$ cat config.mk
export PLATFORM = sky130hd
export DESIGN_NAME = icyc_seq_top
export DESIGN_NICKNAME = d
export VERILOG_FILES = /design/src/rtl/icyc_pkg.sv /design/src/rtl/icyc_alu.sv /design/src/rtl/icyc_regs.sv /design/src/rtl/icyc_fsm.sv /design/src/rtl/icyc_seq_top.sv
export SDC_FILE = /design/constraint.sdc
export NUM_CORES = 1
export LEC_CHECK = 0
export ABC_AREA = 1
export BUFFER_PORTS_ARGS = -buffer_cell sky130_fd_sc_hd__clkbuf_2
export CORE_ASPECT_RATIO = 0.75
export CORE_MARGIN = 3
export CORE_UTILIZATION = 30
export CTS_CLUSTER_DIAMETER = 120
export DETAILED_ROUTE_END_ITERATION = 10
export PLACE_DENSITY = 0.58
export SLEW_MARGIN = 20
export SYNTH_ARGS = -nofsm -noshare
export SYNTH_HDL_FRONTEND = slang
export SYNTH_SLANG_ARGS = --single-unit
$ cat constraint.sdc
create_clock -name clk -period 2.24 [get_ports clk]
set_clock_uncertainty 0.15 [all_clocks]
set_input_delay 0.448 -clock clk [delete_from_list [all_inputs] [get_ports clk]]
set_output_delay 0.448 -clock clk [all_outputs]
set_load 0.02 [all_outputs]
$ cat src/rtl/icyc_pkg.sv
package icyc_pkg;

   localparam int OPW = 3;

   localparam logic [OPW-1:0] OPC_NOP   = 3'd0;
   localparam logic [OPW-1:0] OPC_LOAD  = 3'd1;
   localparam logic [OPW-1:0] OPC_STORE = 3'd2;
   localparam logic [OPW-1:0] OPC_JUMP  = 3'd3;
   localparam logic [OPW-1:0] OPC_ADD   = 3'd4;
   localparam logic [OPW-1:0] OPC_EINT  = 3'd5;

   typedef enum logic [3:0] {
      S_F_ADR, S_F_RD, S_F_IR,
      S_I_ADR, S_I_RD,
      S_X_ADR, S_X_RD, S_X_ALU, S_X_WR,
      S_DONE,
      S_N_ADR, S_N_WR
   } state_t;

   typedef struct packed {
      logic mar_pc;
      logic mar_mbr;
      logic mar_save;
      logic mbr_mem;
      logic mbr_acc;
      logic mbr_pc;
      logic ir_mbr;
      logic pc_inc;
      logic pc_mbr;
      logic pc_hnd;
      logic acc_ld;
      logic acc_add;
      logic ie_set;
      logic ie_clr;
   } ctl_t;

endpackage

$ cat src/rtl/icyc_alu.sv
module icyc_alu #(
   parameter int DW = 12
) (
   input  logic [DW-1:0] acc,
   input  logic [DW-1:0] opnd,
   input  logic          add_sel,
   output logic [DW-1:0] res,
   output logic          cout,
   output logic          zero
);

   logic [DW:0] sum;

   assign sum  = {1'b0, acc} + {1'b0, opnd};
   assign res  = add_sel ? sum[DW-1:0] : opnd;
   assign cout = add_sel & sum[DW];
   assign zero = (res == '0);

endmodule

$ cat src/rtl/icyc_regs.sv
module icyc_regs
   import icyc_pkg::*;
#(
   parameter int              AW           = 8,
   parameter int              DW           = 12,
   parameter logic [AW-1:0]   RESET_PC     = '0,
   parameter logic [AW-1:0]   SAVE_ADDR    = 'h7F,
   parameter logic [AW-1:0]   HANDLER_ADDR = 'h30,
   parameter logic            IE_AT_RESET  = 1'b1
) (
   input  logic           clk,
   input  logic           rst_n,
   input  ctl_t           ctl,
   input  logic [DW-1:0]  mem_rdata,
   input  logic [DW-1:0]  alu_res,
   input  logic           alu_cout,
   input  logic           alu_zero,
   output logic [AW-1:0]  pc,
   output logic [AW-1:0]  mar,
   output logic [DW-1:0]  mbr,
   output logic [OPW-1:0] ir,
   output logic [DW-1:0]  acc,
   output logic           zf,
   output logic           cf,
   output logic           ie
);

   localparam int PADW = DW - AW;

   always_ff @(posedge clk or negedge rst_n) begin
      if (!rst_n) begin
         pc  <= RESET_PC;
         mar <= '0;
         mbr <= '0;
         ir  <= OPC_NOP;
         acc <= '0;
         zf  <= 1'b0;
         cf  <= 1'b0;
         ie  <= IE_AT_RESET;
      end else begin
         if (ctl.mar_pc)        mar <= pc;
         else if (ctl.mar_mbr)  mar <= mbr[AW-1:0];
         else if (ctl.mar_save) mar <= SAVE_ADDR;

         if (ctl.mbr_mem)       mbr <= mem_rdata;
         else if (ctl.mbr_acc)  mbr <= acc;
         else if (ctl.mbr_pc)   mbr <= {{PADW{1'b0}}, pc};

         if (ctl.ir_mbr)        ir <= mbr[DW-1 -: OPW];

         if (ctl.pc_inc)        pc <= pc + AW'(1);
         else if (ctl.pc_mbr)   pc <= mbr[AW-1:0];
         else if (ctl.pc_hnd)   pc <= HANDLER_ADDR;

         if (ctl.acc_ld | ctl.acc_add) begin
            acc <= alu_res;
            zf  <= alu_zero;
            cf  <= alu_cout;
         end

         if (ctl.ie_clr)        ie <= 1'b0;
         else if (ctl.ie_set)   ie <= 1'b1;
      end
   end

   AST_LOAD_FLAGS: assert property (@(posedge clk) disable iff (!rst_n)
      ctl.acc_ld |=> ((zf == (acc == '0)) && !cf)) else $error("load flags wrong");

   AST_STORE_KEEPS_ACC: assert property (@(posedge clk) disable iff (!rst_n)
      ctl.mbr_acc |=> ($stable(acc) && $stable(zf) && $stable(cf))) else $error("store touched acc");

endmodule

$ cat src/rtl/icyc_fsm.sv
module icyc_fsm
   import icyc_pkg::*;
#(
   parameter bit HAS_INDIRECT = 1'b1
) (
   input  logic           clk,
   input  logic           rst_n,
   input  logic           irq,
   input  logic           ie,
   input  logic           mem_ready,
   input  logic           mbr_ind,
   input  logic [OPW-1:0] ir_op,
   output state_t         state_o,
   output ctl_t           ctl,
   output logic           mem_req,
   output logic           mem_we,
   output logic           retire
);

   state_t state, nxt;
   logic   ind_taken;

   generate
      if (HAS_INDIRECT) begin : g_ind
         assign ind_taken = mbr_ind;
      end else begin : g_dir
         assign ind_taken = 1'b0;
      end
   endgenerate

   always_ff @(posedge clk or negedge rst_n) begin
      if (!rst_n) state <= S_F_ADR;
      else        state <= nxt;
   end

   always_comb begin
      nxt     = state;
      ctl     = '0;
      mem_req = 1'b0;
      mem_we  = 1'b0;
      retire  = 1'b0;
      case (state)
         S_F_ADR: begin
            ctl.mar_pc = 1'b1;
            nxt = S_F_RD;
         end
         S_F_RD: begin
            mem_req = 1'b1;
            if (mem_ready) begin
               ctl.mbr_mem = 1'b1;
               ctl.pc_inc  = 1'b1;
               nxt = S_F_IR;
            end
         end
         S_F_IR: begin
            ctl.ir_mbr = 1'b1;
            nxt = ind_taken ? S_I_ADR : S_X_ADR;
         end
         S_I_ADR: begin
            ctl.mar_mbr = 1'b1;
            nxt = S_I_RD;
         end
         S_I_RD: begin
            mem_req = 1'b1;
            if (mem_ready) begin
               ctl.mbr_mem = 1'b1;
               nxt = S_X_ADR;
            end
         end
         S_X_ADR: begin
            ctl.mar_mbr = 1'b1;
            nxt = S_DONE;
            case (ir_op)
               OPC_LOAD, OPC_ADD: nxt = S_X_RD;
               OPC_STORE: begin
                  ctl.mbr_acc = 1'b1;
                  nxt = S_X_WR;
               end
               OPC_JUMP:  ctl.pc_mbr = 1'b1;
               OPC_EINT:  ctl.ie_set = 1'b1;
               default:   nxt = S_DONE;
            endcase
         end
         S_X_RD: begin
            mem_req = 1'b1;
            if (mem_ready) begin
               ctl.mbr_mem = 1'b1;
               nxt = S_X_ALU;
            end
         end
         S_X_ALU: begin
            ctl.acc_add = (ir_op == OPC_ADD);
            ctl.acc_ld  = (ir_op != OPC_ADD);
            nxt = S_DONE;
         end
         S_X_WR: begin
            mem_req = 1'b1;
            mem_we  = 1'b1;
            if (mem_ready) nxt = S_DONE;
         end
         S_DONE: begin
            retire = 1'b1;
            nxt = (irq && ie) ? S_N_ADR : S_F_ADR;
         end
         S_N_ADR: begin
            ctl.mbr_pc   = 1'b1;
            ctl.mar_save = 1'b1;
            ctl.ie_clr   = 1'b1;
            nxt = S_N_WR;
         end
         S_N_WR: begin
            mem_req = 1'b1;
            mem_we  = 1'b1;
            if (mem_ready) begin
               ctl.pc_hnd = 1'b1;
               nxt = S_F_ADR;
            end
         end
         default: nxt = S_F_ADR;
      endcase
   end

   assign state_o = state;

   AST_IRQ_TAKEN: assert property (@(posedge clk) disable iff (!rst_n)
      (state == S_DONE && irq && ie) |=> (state == S_N_ADR)) else $error("irq not taken");

   AST_IRQ_MASKED: assert property (@(posedge clk) disable iff (!rst_n)
      (state == S_DONE && !(irq && ie)) |=> (state == S_F_ADR)) else $error("irq taken while masked");

   AST_RETIRE_PULSE: assert property (@(posedge clk) disable iff (!rst_n)
      retire |=> !retire) else $error("retire longer than one cycle");

   AST_WAIT_HOLDS: assert property (@(posedge clk) disable iff (!rst_n)
      (mem_req && !mem_ready) |=> $stable(state)) else $error("state moved while waiting");

endmodule

$ cat src/rtl/icyc_seq_top.sv
module icyc_seq_top
   import icyc_pkg::*;
#(
   parameter int            AW           = 8,
   parameter logic [AW-1:0] RESET_PC     = '0,
   parameter logic [AW-1:0] SAVE_ADDR    = 'h7F,
   parameter logic [AW-1:0] HANDLER_ADDR = 'h30,
   parameter logic          IE_AT_RESET  = 1'b1,
   parameter bit            HAS_INDIRECT = 1'b1,
   localparam int           DW           = OPW + 1 + AW
) (
   input  logic          clk,
   input  logic          rst_n,
   input  logic          irq,
   output logic          mem_req,
   output logic          mem_we,
   output logic [AW-1:0] mem_addr,
   output logic [DW-1:0] mem_wdata,
   input  logic [DW-1:0] mem_rdata,
   input  logic          mem_ready,
   output logic [AW-1:0] pc_o,
   output logic [DW-1:0] acc_o,
   output logic          flag_z,
   output logic          flag_c,
   output logic          int_en,
   output logic          retire
);

   localparam int PADW = DW - AW;

   generate
      if (AW < 4 || AW > 16) begin : g_bad_aw
         $error("icyc_seq_top: AW must lie in 4..16");
      end
      if (SAVE_ADDR == HANDLER_ADDR) begin : g_bad_vec
         $error("icyc_seq_top: save word and handler entry must differ");
      end
   endgenerate

   state_t         st;
   ctl_t           ctl;
   logic [AW-1:0]  pc, mar;
   logic [DW-1:0]  mbr, acc, alu_res;
   logic [OPW-1:0] ir;
   logic           zf, cf, ie, alu_cout, alu_zero;

   icyc_fsm #(.HAS_INDIRECT(HAS_INDIRECT)) u_fsm (
      .clk       (clk),
      .rst_n     (rst_n),
      .irq       (irq),
      .ie        (ie),
      .mem_ready (mem_ready),
      .mbr_ind   (mbr[AW]),
      .ir_op     (ir),
      .state_o   (st),
      .ctl       (ctl),
      .mem_req   (mem_req),
      .mem_we    (mem_we),
      .retire    (retire)
   );

   icyc_alu #(.DW(DW)) u_alu (
      .acc     (acc),
      .opnd    (mbr),
      .add_sel (ctl.acc_add),
      .res     (alu_res),
      .cout    (alu_cout),
      .zero    (alu_zero)
   );

   icyc_regs #(
      .AW(AW), .DW(DW), .RESET_PC(RESET_PC), .SAVE_ADDR(SAVE_ADDR),
      .HANDLER_ADDR(HANDLER_ADDR), .IE_AT_RESET(IE_AT_RESET)
   ) u_regs (
      .clk       (clk),
      .rst_n     (rst_n),
      .ctl       (ctl),
      .mem_rdata (mem_rdata),
      .alu_res   (alu_res),
      .alu_cout  (alu_cout),
      .alu_zero  (alu_zero),
      .pc        (pc),
      .mar       (mar),
      .mbr       (mbr),
      .ir        (ir),
      .acc       (acc),
      .zf        (zf),
      .cf        (cf),
      .ie        (ie)
   );

   assign mem_addr  = mar;
   assign mem_wdata = mbr;
   assign pc_o      = pc;
   assign acc_o     = acc;
   assign flag_z    = zf;
   assign flag_c    = cf;
   assign int_en    = ie;

   AST_FETCH_ADDR: assert property (@(posedge clk) disable iff (!rst_n)
      (st == S_F_RD) |-> (mem_addr == pc && !mem_we)) else $error("fetch address wrong");

   AST_PC_STEP: assert property (@(posedge clk) disable iff (!rst_n)
      (st == S_F_RD && mem_ready) |=> (pc == $past(pc) + AW'(1))) else $error("pc not stepped");

   AST_REQ_HOLD: assert property (@(posedge clk) disable iff (!rst_n)
      (mem_req && !mem_ready) |=> (mem_req && $stable(mem_addr) && $stable(mem_we)
                                   && $stable(mem_wdata))) else $error("bus moved while waiting");

   AST_WE_NEEDS_REQ: assert property (@(posedge clk) disable iff (!rst_n)
      mem_we |-> mem_req) else $error("write without request");

   AST_SAVE_WORD: assert property (@(posedge clk) disable iff (!rst_n)
      (st == S_N_WR) |-> (mem_addr == SAVE_ADDR && mem_wdata == {{PADW{1'b0}}, pc} && !ie))
      else $error("interrupt save wrong");

   AST_HANDLER_PC: assert property (@(posedge clk) disable iff (!rst_n)
      (st == S_N_WR && mem_ready) |=> (pc == HANDLER_ADDR)) else $error("handler entry wrong");

endmodule

Yosys cells after proc, flatten, opt, wreduce, memory -nomap -nowiden --
Cells that the tools add are included.
Word-level totals: input port bits 16, register bits after elaboration 50, logic and storage cells 87, output and inout bits 46
Cells by class: muxes and demuxes 39, bitwise operators 2, add/sub/neg operators 2, equal/unequal tests 22, reduce and logical (&&, ||, !) cells 13
Operators with widths (number):
- $mux W12 | 4
- $mux W8 | 6
- $pmux W4 S12 | 1
- $mux W4 | 6
- $mux W1 | 19
- $eq A4 B3 Y1 const B | 4
- $eq A4 B4 Y1 const B | 4
- $add A12 B12 Y13 | 1
- $logic_not A12 Y1 | 1
- $ne A2 B2 Y1 const B | 5
- $reduce_bool A3 Y1 | 3
- $add A8 B1 Y8 const B | 1
- $eq A4 B2 Y1 const B | 2
- $pmux W4 S2 | 1
- $eq A3 B2 Y1 const B | 2
- $eq A3 B3 Y1 const B | 2
- $reduce_or A2 Y1 | 3
- $reduce_and A5 Y1 | 1
- $reduce_or A5 Y1 | 1
- $eq A4 B1 Y1 const B | 1
- $logic_not A4 Y1 | 1
- $eq A3 B1 Y1 const B | 1
- $mux W3 | 1
- $ne A3 B3 Y1 const B | 1
- other kinds (6) | 6

Longest topological paths before layout --
Gate-level depths: netlist of the first run.
depth in word-level cells 5, mapped depth 14, gate-level depth less buffers 14

Modules after synthesis --
A second synthesis of the first run with hierarchy kept.
Second synthesis, totals: cell total of the unflattened synthesis 490, area, all modules 3603.5 um^2
By module, submodules not included:
- icyc_regs | area each 2107.0 um^2, cells an instance 217, seq. area each 1152.4 um^2, times used 1
- icyc_alu | area each 962.2 um^2, cells an instance 183, seq. area each 0.0 um^2, times used 1
- icyc_fsm | area each 534.3 um^2, cells an instance 90, seq. area each 100.1 um^2, times used 1

Worst setup path before layout of the first run --
OpenSTA, ideal clock, no wires.
path type register to register, from reg u_regs.mbr[0], to reg u_regs.zf, path slack 89 ps, arrival time 1884 ps, path buffers 0, required time 1973 ps, period minus slack after synthesis 2151 ps, setup time 117 ps, stages on the path, launching flop included 15, path through dfrtp_1 ha_1 fa_1 nand2_1 nand2_1 nand3_1 nand2_1 nand2_1 nand2_1 nand2_1 nand3_1 nand2_1 nor2_1 nand3_1 nand2_1
On the way: word-level cells in the longest chain between the ends 3
RTL lines:
- start, declared | line icyc_regs.sv:20 | output logic [DW-1:0] mbr,
- start signal, assigned | line icyc_regs.sv:45 | if (ctl.mbr_mem) mbr <= mem_rdata;
- start signal, assigned | line icyc_regs.sv:47 | else if (ctl.mbr_pc) mbr <= {{PADW{1'b0}}, pc};
- $add A12 B12 Y13 | line icyc_alu.sv:14 | assign sum = {1'b0, acc} + {1'b0, opnd};
- $mux W12 * | line icyc_alu.sv:15 | assign res = add_sel ? sum[DW-1:0] : opnd;
- $logic_not A12 Y1 * | line icyc_alu.sv:17 | assign zero = (res == '0);
- end signal, assigned | line icyc_regs.sv:57 | zf <= alu_zero;
- end, declared | line icyc_regs.sv:23 | output logic zf,
Mark *: on every way between the ends. The rest lies on a longest branch, timed or not. A chain may end at the register's enable or synchronous reset.

Worst setup path in the final report of the first run --
Ends and elaborated chain as after synthesis.

==> results of run 1 <==
## worst paths after layout
check | startpoint | to | slack, ns | cells past startpoint
min reg2reg | u_regs.zf | u_regs.zf | 0.35 | 2
max reg2reg | u_regs.mbr[0] | u_regs.zf | 0.11 | 10
max | u_regs.mbr[0] | u_regs.zf | 0.11 | 10
min | rst_n | u_regs.mar[6] | 0.12 | 2
max in group asynchronous | rst_n | u_regs.mbr[11] | 1.37 | 2
min in group clk | mem_rdata[9] | u_regs.mbr[9] | 0.22 | 3
## worst max-delay path, delay by kind of cell, from the launching register on
| kind | cells | cell delay (ns) |
|---|---|---|
| adders and majority gates | 2 | 0.64 |
| DFF | 1 | 0.39 |
| and+or+nand+nor | 8 | 0.87 |
## state kept, by name (all words and copies together) (netlist names)
signal and cells:
u_regs.cf 1, u_regs.pc 8, u_regs.mar 8, u_fsm.state_o 4, u_regs.zf 1, u_regs.ie 1
u_regs.mbr 12, u_regs.acc 12, u_regs.ir 3
## cell families after synthesis
group / count (synthesis)
flip-flops: 50
XOR/XNOR: 3
buffers and inverters: 77
AND/OR/NAND/NOR: 240
AO/OA/AOI/OAI: 82
adder cells (fa/ha/maj): 14
## where the power goes
part	leakage, µW	switching (µW)	internal, µW	total, µW
logic	0.00154	2510	1440	3950
registers	0.000620	385	1290	1680
clock network	0.0000735	364	450	814
## layer usage
layer,vias to the layer above,global-route usage
met1,1555,0.264
met5,-,0
li1,1703,-
met3,9,0.0293
met4,0,0.0312
met2,115,0.226
## layout by cell type (no fill, tap or decap), types with 2 or more instances in the layout
| cell type | instances |
|---|---|
| a21oi_1 | 16 |
| nor2_4 | 2 |
| xor2_1 | 2 |
| clkinvlp_4 | 2 |
| inv_1 | 62 |
| nor2_8 | 2 |
| ha_1 | 11 |
| nand3b_1 | 3 |
| nand4_1 | 4 |
| ha_2 | 2 |
| o21bai_1 | 2 |
| nand2_1 | 133 |
| dfrtp_1 | 49 |
| clkbuf_2 | 61 |
| buf_4 | 21 |
| o21ai_1 | 4 |
| nand2_2 | 6 |
| nor2_2 | 5 |
| a22oi_1 | 2 |
| inv_2 | 3 |
| o211ai_1 | 3 |
| a31oi_1 | 7 |
| nand3_1 | 38 |
| o221ai_1 | 3 |
| o211ai_2 | 5 |
| o21ai_0 | 23 |
| nor2_1 | 36 |
| o21ai_2 | 4 |
| clkbuf_16 | 5 |
| nand2_4 | 3 |
| nor3_1 | 2 |
| o22ai_1 | 11 |
## cell type report
class,instances,area (µm²)
clock buffer,6,139
clock inverter,2,16.3
fill,1185,6870
inverter,68,263
multi-input combinational,339,1870
sequential,50,1250
tap,140,175
timing repair buffer,83,483
## stage by stage
stage | std cells | hold WS [ns] | power, µW
2_1_floorplan | 466 | 0.00241 | 4280
3_3_place_gp | 678 | 0.323 | 5470
3_5_place_dp | 678 | 0.330 | 5530
4_1_cts | 686 | 0.146 | 6380
5_1_grt | 688 | 0.181 | 7040
6_report | 688 | 0.115 | 6440
## repair_timing
item                       in CTS  in global routing
setup buffers                   0                  2
resized for setup               0                  9
hold buffers                    0                  0
setup endpoints to repair       0                  9
==> run_results.csv, run 1 <==
group,metric,value,unit
floorplan,fp.dieH,98.7,µm
synthesis,synth_top_family_by_area,"simple AND/OR/NAND/NOR gates",
routing,first_iter_violations,183,
timing,min_period,2.13,ns
synthesis,yosys.area_share.simple,0.326,
power_and_ir_drop,irDropWorstVdd,0.000667,V
finish,n_antenna_cell,0,
routing,maxUsedRoutingLayer,"met4",
placed_design,port_buffers,61,
timing,finalSetupViolations,0,
timing,fin_crit_sh,0.950,
timing,relSlewSlack,0.549,
routing,drc_errors,0,
synthesis,yosys_warnings,0,
synthesis,synth_enable_flop_cells,0,
floorplan,start_util,0.311,
placed_design,place_congestion,0.918,
clocking,h-tree-depth,2,
synthesis,seq_area_frac_synth,0.364,
synthesis,synth_cell_types,45,
synthesis,async_reset_ff_frac,1.00,
worst_setup_path,slowest_delay,0.43,ns
routing,met3_wirelength,650,µm
timing,hold_viol,0,
clocking,clock_sinks,50,
routing,drt-vias-per-instance,4.92,
global_routing,grt_pass1_vias,3083,
global_routing,grt_max_degree,51,
worst_setup_path,start_kind,"flop",
timing,tightest_slew,0.676,ns
timing,rsz0062_at_grt,"yes",
global_routing,grt_pass1_wl,16.6,mm
power_and_ir_drop,leakagePower,0.00223,µW
worst_setup_path,cpMostUsedCell,"nand3_1",
routing,wl_met2,4.06,mm
synthesis,synth_area_leaders,"dfrtp_1, nand2_1, inv_1",
placed_design,place_ws,0.0609,ns
flow_run,maxCapViolCount,0,
worst_setup_path,crit_arrival,2.21,ns
floorplan,coreArea,11100,µm²
worst_setup_path,crit_slowest_cell,"fa_2",
synthesis,synth_common_cells,"nand2_1, inv_1, dfrtp_1",
floorplan,rows,33,
timing,fin_ws,0.112,ns
placed_design,place_area,3990,µm²
floorplan,fp.dieW,130,µm
outcome,status,"finished, final reports clean",
power_and_ir_drop,power_density,1530,nW/µm²
routing,wl_met1,5.39,mm
synthesis,yosys.area_share.xor_xnor,0.00764,
placed_design,dpl.hpwl,7.95,mm
global_routing,grt-ovfl-total,0,
worst_setup_path,end_kind,"flop",
routing,drt_wl_total,10.2,mm
finish,area_delta_synth_final,22.2,%
synthesis,ys_seq_elements,50,
routing,wl_per_cell,14.8,µm
synthesis,yosys.area_share.adder,0.0531,
worst_setup_path,worstPathCellList,"ha_2 -> fa_2 -> nand3b_1 -> nand2_1 -> nand3_1 -> nor2_1 -> nand3_1 -> nor2_2 -> nand3_1 -> nand2_1",
routing,vias,3382,
clocking,cts.path.max_buffers,2,
global_routing,antenna_found_initial,0,
routing,dr.pass1.iters,5,
synthesis,syn_inst,466,
synthesis,synth_area_leader_cell,"dfrtp_1",
synthesis,synth_area,3440,µm²
clocking,numCtsBuffers,5,
min_path,hold_class,"input port to async pin",
synthesis,synthFlopType,"dfrtp_1",
finish,drive_gt1_frac,0.243,
synthesis,muxShareOfSynthArea,0,
routing,ant_nets,0,
floorplan,ios,62,
synthesis,syn_area_per_cell,7.38,µm²
finish,nets,577,
clocking,cts_tree,"yes",
synthesis,synth_compound_area_frac,0.151,
worst_setup_path,cp_max_fo,2,
synthesis,syn_nets,496,
global_routing,grt_usage,0.163,
clocking,root_buffer,"clkbuf_16",
timing,drv_slew,0,
timing,max_freq,0.470,GHz
synthesis,synth.most_common_cell,"nand2_1",
clocking,clkTransAtPathRegs,0.08,ns
synthesis,yosysTopAreaCellShare,0.357,
timing,fin_tns_setup,0,ns
worst_setup_path,crit_type,"flop to flop",
finish,finalInstanceArea,4200,µm²
finish,postLayoutCoreUtil,0.379,
worst_setup_path,required,2.32,ns
clocking,insertion_delay,0.30,ns
floorplan,dieArea,12800,µm²
No activity file was read; power rests on OpenSTA's default activity.
==> inputs of run 2 (changes only) <==
- ABC_AREA: 1 -> unset
==> run_results.csv, run 2 <==
group,metric,value,unit
worst_setup_path,required,2.30,ns
synthesis,yosys_warnings,0,
clocking,numCtsBuffers,5,
clocking,clock_sinks,50,
synthesis,yosysTopAreaCellShare,0.357,
synthesis,syn_inst,387,
floorplan,start_util,0.310,
routing,dr.pass1.iters,5,
worst_setup_path,crit_arrival,2.63,ns
floorplan,dieArea,12800,µm²
finish,layout_common_cells,"buf_4, clkbuf_2, dfrtp_1",
routing,ant_nets,0,
synthesis,syn_nets,417,
timing,finalSetupViolations,7,
routing,vias,3463,
timing,rsz0062_at_grt,"yes",
power_and_ir_drop,power_density,1560,nW/µm²
finish,layout_commonest_cell,"buf_4",
worst_setup_path,cp_max_fo,4,
worst_setup_path,worstPathCellList,"ha_4 -> fa_2 -> a211oi_2 -> nor2_2 -> mux2_4 -> a2111oi_4 -> o211a_1 -> nand4_1 -> o31ai_2",
outcome,status,"finished with violations",
finish,top_regs,"u_regs.acc (12), u_regs.mbr (12)",
synthesis,synth.most_common_cell,"dfrtp_1",
worst_setup_path,crit_slowest_cell,"dfrtp_2",
power_and_ir_drop,irDropWorstVdd,0.000561,V
flow_run,maxCapViolCount,0,
routing,wl_per_cell,16.8,µm
global_routing,grt_usage,0.171,
timing,min_period,2.57,ns
global_routing,antenna_found_initial,0,
worst_setup_path,start_kind,"flop",
finish,nets,539,
worst_setup_path,crit_type,"flop to flop",
finish,n_antenna_cell,0,
timing,tightest_slew,0.441,ns
placed_design,place_congestion,0.847,
placed_design,dpl.hpwl,8.25,mm
power_and_ir_drop,leakagePower,0.00222,µW
clocking,clkTransAtPathRegs,0.07,ns
clocking,cts_tree,"yes",
timing,drv_slew,0,
timing,relSlewSlack,0.704,
routing,drt_wl_total,10.9,mm
synthesis,synth_cell_types,67,
global_routing,grt-ovfl-total,0,
synthesis,synth_area_leader_cell,"dfrtp_1",
timing,fin_tns_setup,-0.892,ns
synthesis,ys_seq_elements,50,
worst_setup_path,ff2ff_path_depth,9,
timing,fin_ws,-0.329,ns
floorplan,fp.dieH,98.6,µm
global_routing,grt_max_degree,51,
floorplan,fp.dieW,130,µm
synthesis,syn_area_per_cell,8.87,µm²
clocking,h-tree-depth,2,
outcome,violations,"negative setup slack",
global_routing,grt_pass1_wl,17.4,mm
synthesis,seq_area_frac_synth,0.365,
finish,drive_gt1_frac,0.386,
placed_design,place_area,4410,µm²
timing,hold_viol,0,
synthesis,synth_enable_flop_cells,0,
routing,first_iter_violations,369,
global_routing,grt_pass1_vias,3256,
timing,fin_crit_sh,1.15,
routing,drt-vias-per-instance,5.33,
synthesis,synth_area_leaders,"dfrtp_1, o21ai_0, ha_1",
synthesis,synth_area,3430,µm²
clocking,cts.path.max_buffers,2,
clocking,insertion_delay,0.30,ns
synthesis,async_reset_ff_frac,1.00,
finish,finalInstanceArea,4760,µm²
floorplan,rows,33,
min_path,hold_path_depth,3,
routing,drc_errors,0,
synthesis,synth_common_cells,"dfrtp_1, nor2_1, o21ai_0",
worst_setup_path,end_kind,"flop",
timing,max_freq,0.389,GHz
worst_setup_path,slowest_delay,0.43,ns
finish,area_delta_synth_final,38.6,%
finish,postLayoutCoreUtil,0.430,
floorplan,coreArea,11100,µm²
floorplan,ios,62,
min_path,hold_class,"input port to flop",
clocking,root_buffer,"clkbuf_16",
synthesis,synthFlopType,"dfrtp_1",
placed_design,port_buffers,61,
run 2: cell types whose count changed after synthesis, moves of 8 or more:
cell	previous run	this run
a21oi_1	16	26
clkbuf_1	2	14
inv_1	63	13
mux2i_1	0	16
nand2_1	135	33
nand3_1	38	6
nor2b_1	0	9
nor3_1	2	10
o21ai_0	23	35
xnor2_1	1	10
run 2: routing by layer:
metal  vias to the layer above  GRT usage  part of all wire
li1                       1665          -                 -
met1                      1663      0.257              0.49
met2                       129      0.262              0.44
met3                         6     0.0298             0.069
met4                         0     0.0264            0.0038
met5                         -          0                 0
run 2: per-stage QoR:
| step | setup WS [ns] | power [µW] | std cells | hold slack [ns] |
|---|---|---|---|---|
| after global placement | -0.298 | 6190 | 636 | 0.320 |
| final | -0.329 | 7410 | 650 | 0.221 |
| after global routing | -0.477 | 8020 | 650 | 0.229 |
| after floorplan | -0.290 | 4430 | 387 | 0.00241 |
| after detailed placement | -0.358 | 6300 | 636 | 0.319 |
| after CTS | -0.318 | 7250 | 647 | 0.215 |
run 2: cell families (layout without fill, tap and decap cells):
logic type / Yosys count / in the layout / synth area share
AOI/OAI and AO/OA: 125 / 125 / 0.242
xor gates and xnor gates: 13 / 13 / 0.0332
adders and majority gates: 14 / 14 / 0.0532
buffers and inverters: 35 / 158 / 0.0474
DFF: 50 / 50 / 0.365
muxes: 23 / 23 / 0.0707
and+or+nand+nor: 127 / 127 / 0.188
run 2: report_power, final:
part | leakage (µW) | internal [µW] | switching, µW
logic | 0.00152 | 2210 | 2720
clock network | 0.0000752 | 427 | 379
registers | 0.000621 | 1300 | 382
total | 0.00222 | 3930 | 3480
run 2: layout make-up:
cell class | count | area, µm²
fillers | 1086 | 6310
multi-input cells | 302 | 2170
flip-flops and latches | 50 | 1260
repair buffers | 137 | 950
well taps | 140 | 175
clock buffers | 5 | 125
inverters | 13 | 48.8
clock inverters | 3 | 26.3
run 2: final timing paths:
path,start,to,slack (ns)
setup reg to reg,u_regs.acc[0],u_regs.zf,-0.33
max in group asynchronous,rst_n,u_regs.ie,1.09
setup / recovery,u_regs.acc[0],u_regs.zf,-0.33
hold reg to reg,u_regs.mar[1],u_regs.mar[1],0.36
min in group asynchronous,rst_n,u_regs.mar[3],0.51
hold / removal,mem_rdata[10],u_regs.mbr[10],0.22
run 2: worst max-delay path, delay by kind of cell, from the launching register on:
family | cells | cell delay [ns]
AOI/OAI and AO/OA | 4 | 0.83
adders and majority gates | 2 | 0.54
DFF | 1 | 0.43
muxes | 1 | 0.32
and+or+nand+nor | 2 | 0.21
run 2: timing repair:
item,CTS,global route
hold endpoints to repair,3,0
buffers inserted,2,3
endpoints found under the setup margin,7,20
hold buffers,1,0
pin swaps,6,6
resized for setup,14,28
==> inputs of run 3 (changes only) <==
- RECOVER_POWER: unset -> 25
==> run_results.csv, run 3 (synthesis gave the netlist of run 2 again) <==
group,metric,value,unit
outcome,status,"finished with violations",
outcome,violations,"negative setup slack",
placed_design,dpl.cell_count,636,
worst_setup_path,cp_max_fo,4,
routing,vias,3507,
global_routing,grtUsageMet3,0.0298,
timing,drv_slew,0,
power_and_ir_drop,seq_power_share,0.226,
power_and_ir_drop,irDropWorstVdd,0.000561,V
timing,finalSetupViolations,8,
placed_design,port_buffers,61,
finish,instances_no_fill,650,
finish,multi_input_area,2170,µm²
timing,hold_viol,0,
floorplan,rows,33,
clocking,cts_tree,"yes",
finish,n_antenna_cell,0,
clocking,h-tree-depth,2,
worst_setup_path,crit_family,"compound AO/OA/AOI/OAI gates",
finish,layout_common_cells,"buf_4, clkbuf_2, dfrtp_1",
clocking,clock_sinks,50,
floorplan,ios,62,
finish,nets,539,
worst_setup_path,r2r_start,"u_regs.acc[0]",
worst_setup_path,startpoint,"u_regs.acc[0]",
placed_design,place_congestion,0.847,
floorplan,coreArea,11100,µm²
timing,fin_ws,-0.329,ns
finish,final-seq-area,1260,µm²
worst_setup_path,crit_arrival,2.63,ns
clocking,numCtsBuffers,5,
global_routing,grt_pass1_wl,17.4,mm
worst_setup_path,reg2reg_to,"u_regs.zf",
finish,postLayoutCoreUtil,0.429,
clocking,insertion_delay,0.30,ns
finish,drive_gt1_frac,0.386,
timing,min_period,2.57,ns
global_routing,met1_usage,0.257,
min_path,hold_class,"input port to flop",
finish,fillCellCount,1088,
worst_setup_path,rrSetupSlack,-0.33,ns
worst_setup_path,end_kind,"flop",
timing,rsz0062_at_grt,"yes",
power_and_ir_drop,p_sw_frac,0.471,
power_and_ir_drop,p_clk_frac,0.109,
worst_setup_path,ff2ff_path_depth,9,
power_and_ir_drop,leakagePower,0.00221,µW
routing,drt_wl_total,11.0,mm
routing,drt-vias-per-instance,5.40,
flow_run,maxCapViolCount,0,
worst_setup_path,start_kind,"flop",
floorplan,fp.dieH,98.6,µm
global_routing,grt-ovfl-total,0,
routing,drc_errors,0,
finish,layout_commonest_cell,"buf_4",
clocking,root_buffer,"clkbuf_16",
clocking,cts.path.max_buffers,2,
global_routing,grtUsageMet2,0.262,
timing,fin_crit_sh,1.15,
power_and_ir_drop,power_density,1560,nW/µm²
global_routing,busiest_layer,"met2",
global_routing,grt_max_degree,51,
worst_setup_path,path_buf_inv,0,
timing,tightest_slew,1.17,ns
routing,wl_per_cell,16.9,µm
timing,max_freq,0.389,GHz
worst_setup_path,required,2.30,ns
routing,ant_nets,0,
worst_setup_path,slowest_delay,0.43,ns
power_and_ir_drop,power_frac_comb,0.665,
worst_setup_path,cp_num_cells,9,
floorplan,fp.dieW,130,µm
power_and_ir_drop,p_int,3930,µW
timing,relSlewSlack,0.220,
finish,top_regs,"u_regs.acc (12), u_regs.mbr (12)",
global_routing,grt_usage,0.171,
routing,dr.pass1.iters,8,
worst_setup_path,worstPathCellList,"ha_4 -> fa_2 -> a211oi_2 -> nor2_2 -> mux2_4 -> a2111oi_4 -> o211a_1 -> nand4_1 -> o31ai_2",
worst_setup_path,crit_slowest_cell,"dfrtp_2",
worst_setup_path,cp-endpoint,"u_regs.zf",
global_routing,grt_pass1_vias,3256,
routing,first_iter_violations,367,
finish,area_delta_synth_final,38.2,%
placed_design,dpl.hpwl,8.25,mm
floorplan,start_util,0.310,
worst_setup_path,crit_type,"flop to flop",
clocking,clkTransAtPathRegs,0.07,ns
floorplan,dieArea,12800,µm²
power_and_ir_drop,power_switching,3490,µW
global_routing,antenna_found_initial,0,
==> run 3: what timing repair did <==
action / 4_1_cts / 5_1_grt
setup buffers: 2 / 3
hold buffers: 1 / 0
gates resized for setup: 14 / 28
endpoints found under the hold margin: 3 / 0
pin swaps: 6 / 6
setup endpoints to repair: 7 / 20
==> run 3: cell type report <==
class | count | share of cell area
timing repair buffer | 137 | 0.197
inverter | 13 | 0.0103
multi-input combinational | 302 | 0.458
tap | 140 | 0.0369
sequential | 50 | 0.265
clock inverter | 3 | 0.00554
clock buffer | 5 | 0.0264
==> run 3: power by group through the flow <==
stage / Combinational (µW) / Sequential [µW] / Clock, µW
floorplan: 2370 / 2060 / 0
global placement: 4550 / 1640 / 0
detailed placement: 4630 / 1670 / 0
CTS: 4750 / 1670 / 832
global route: 5410 / 1730 / 875
finish: 4930 / 1680 / 808
==> run 3: metrics by stage <==
step,total power [µW],instance area [µm²],worst slack [ns],hold slack (ns),setup TNS (ns)
after floorplan,4430,3460,-0.290,0.00241,-0.571
after global routing,8010,4740,-0.477,0.229,-2.32
after CTS,7250,4640,-0.318,0.215,-0.697
after global placement,6190,4410,-0.298,0.320,-1.10
final,7420,4740,-0.329,0.229,-0.900
after detailed placement,6300,4410,-0.358,0.319,-1.17
==> run 3: worst register-to-register path: cells and delay by family, from the launching register on <==
family	cells	cell delay (ns)
multiplexers	1	0.32
flip-flops	1	0.43
AND/OR/NAND/NOR	2	0.21
adder cells (fa/ha/maj)	2	0.54
AO/OA/AOI/OAI	4	0.83
==> run 3: routing by layer <==
metal  share of wire  wire length, µm
met1            0.49             5370
met2            0.44             4820
met3           0.067              731
met4          0.0050               55
met5               0                0
==> run 3: worst min-delay path by stage <==
stage                             start               end  slack, ns  depth (start not counted)
after detailed placement          rst_n     u_regs.mar[3]       0.32                          2
after floorplan                   rst_n  u_fsm.state_o[0]      0.002                          0
final                      mem_rdata[9]     u_regs.mbr[9]       0.23                          3
after global placement            rst_n     u_regs.mar[2]       0.32                          2
after global routing       mem_rdata[9]     u_regs.mbr[9]       0.23                          3
after CTS                 mem_rdata[10]    u_regs.mbr[10]       0.22                          3
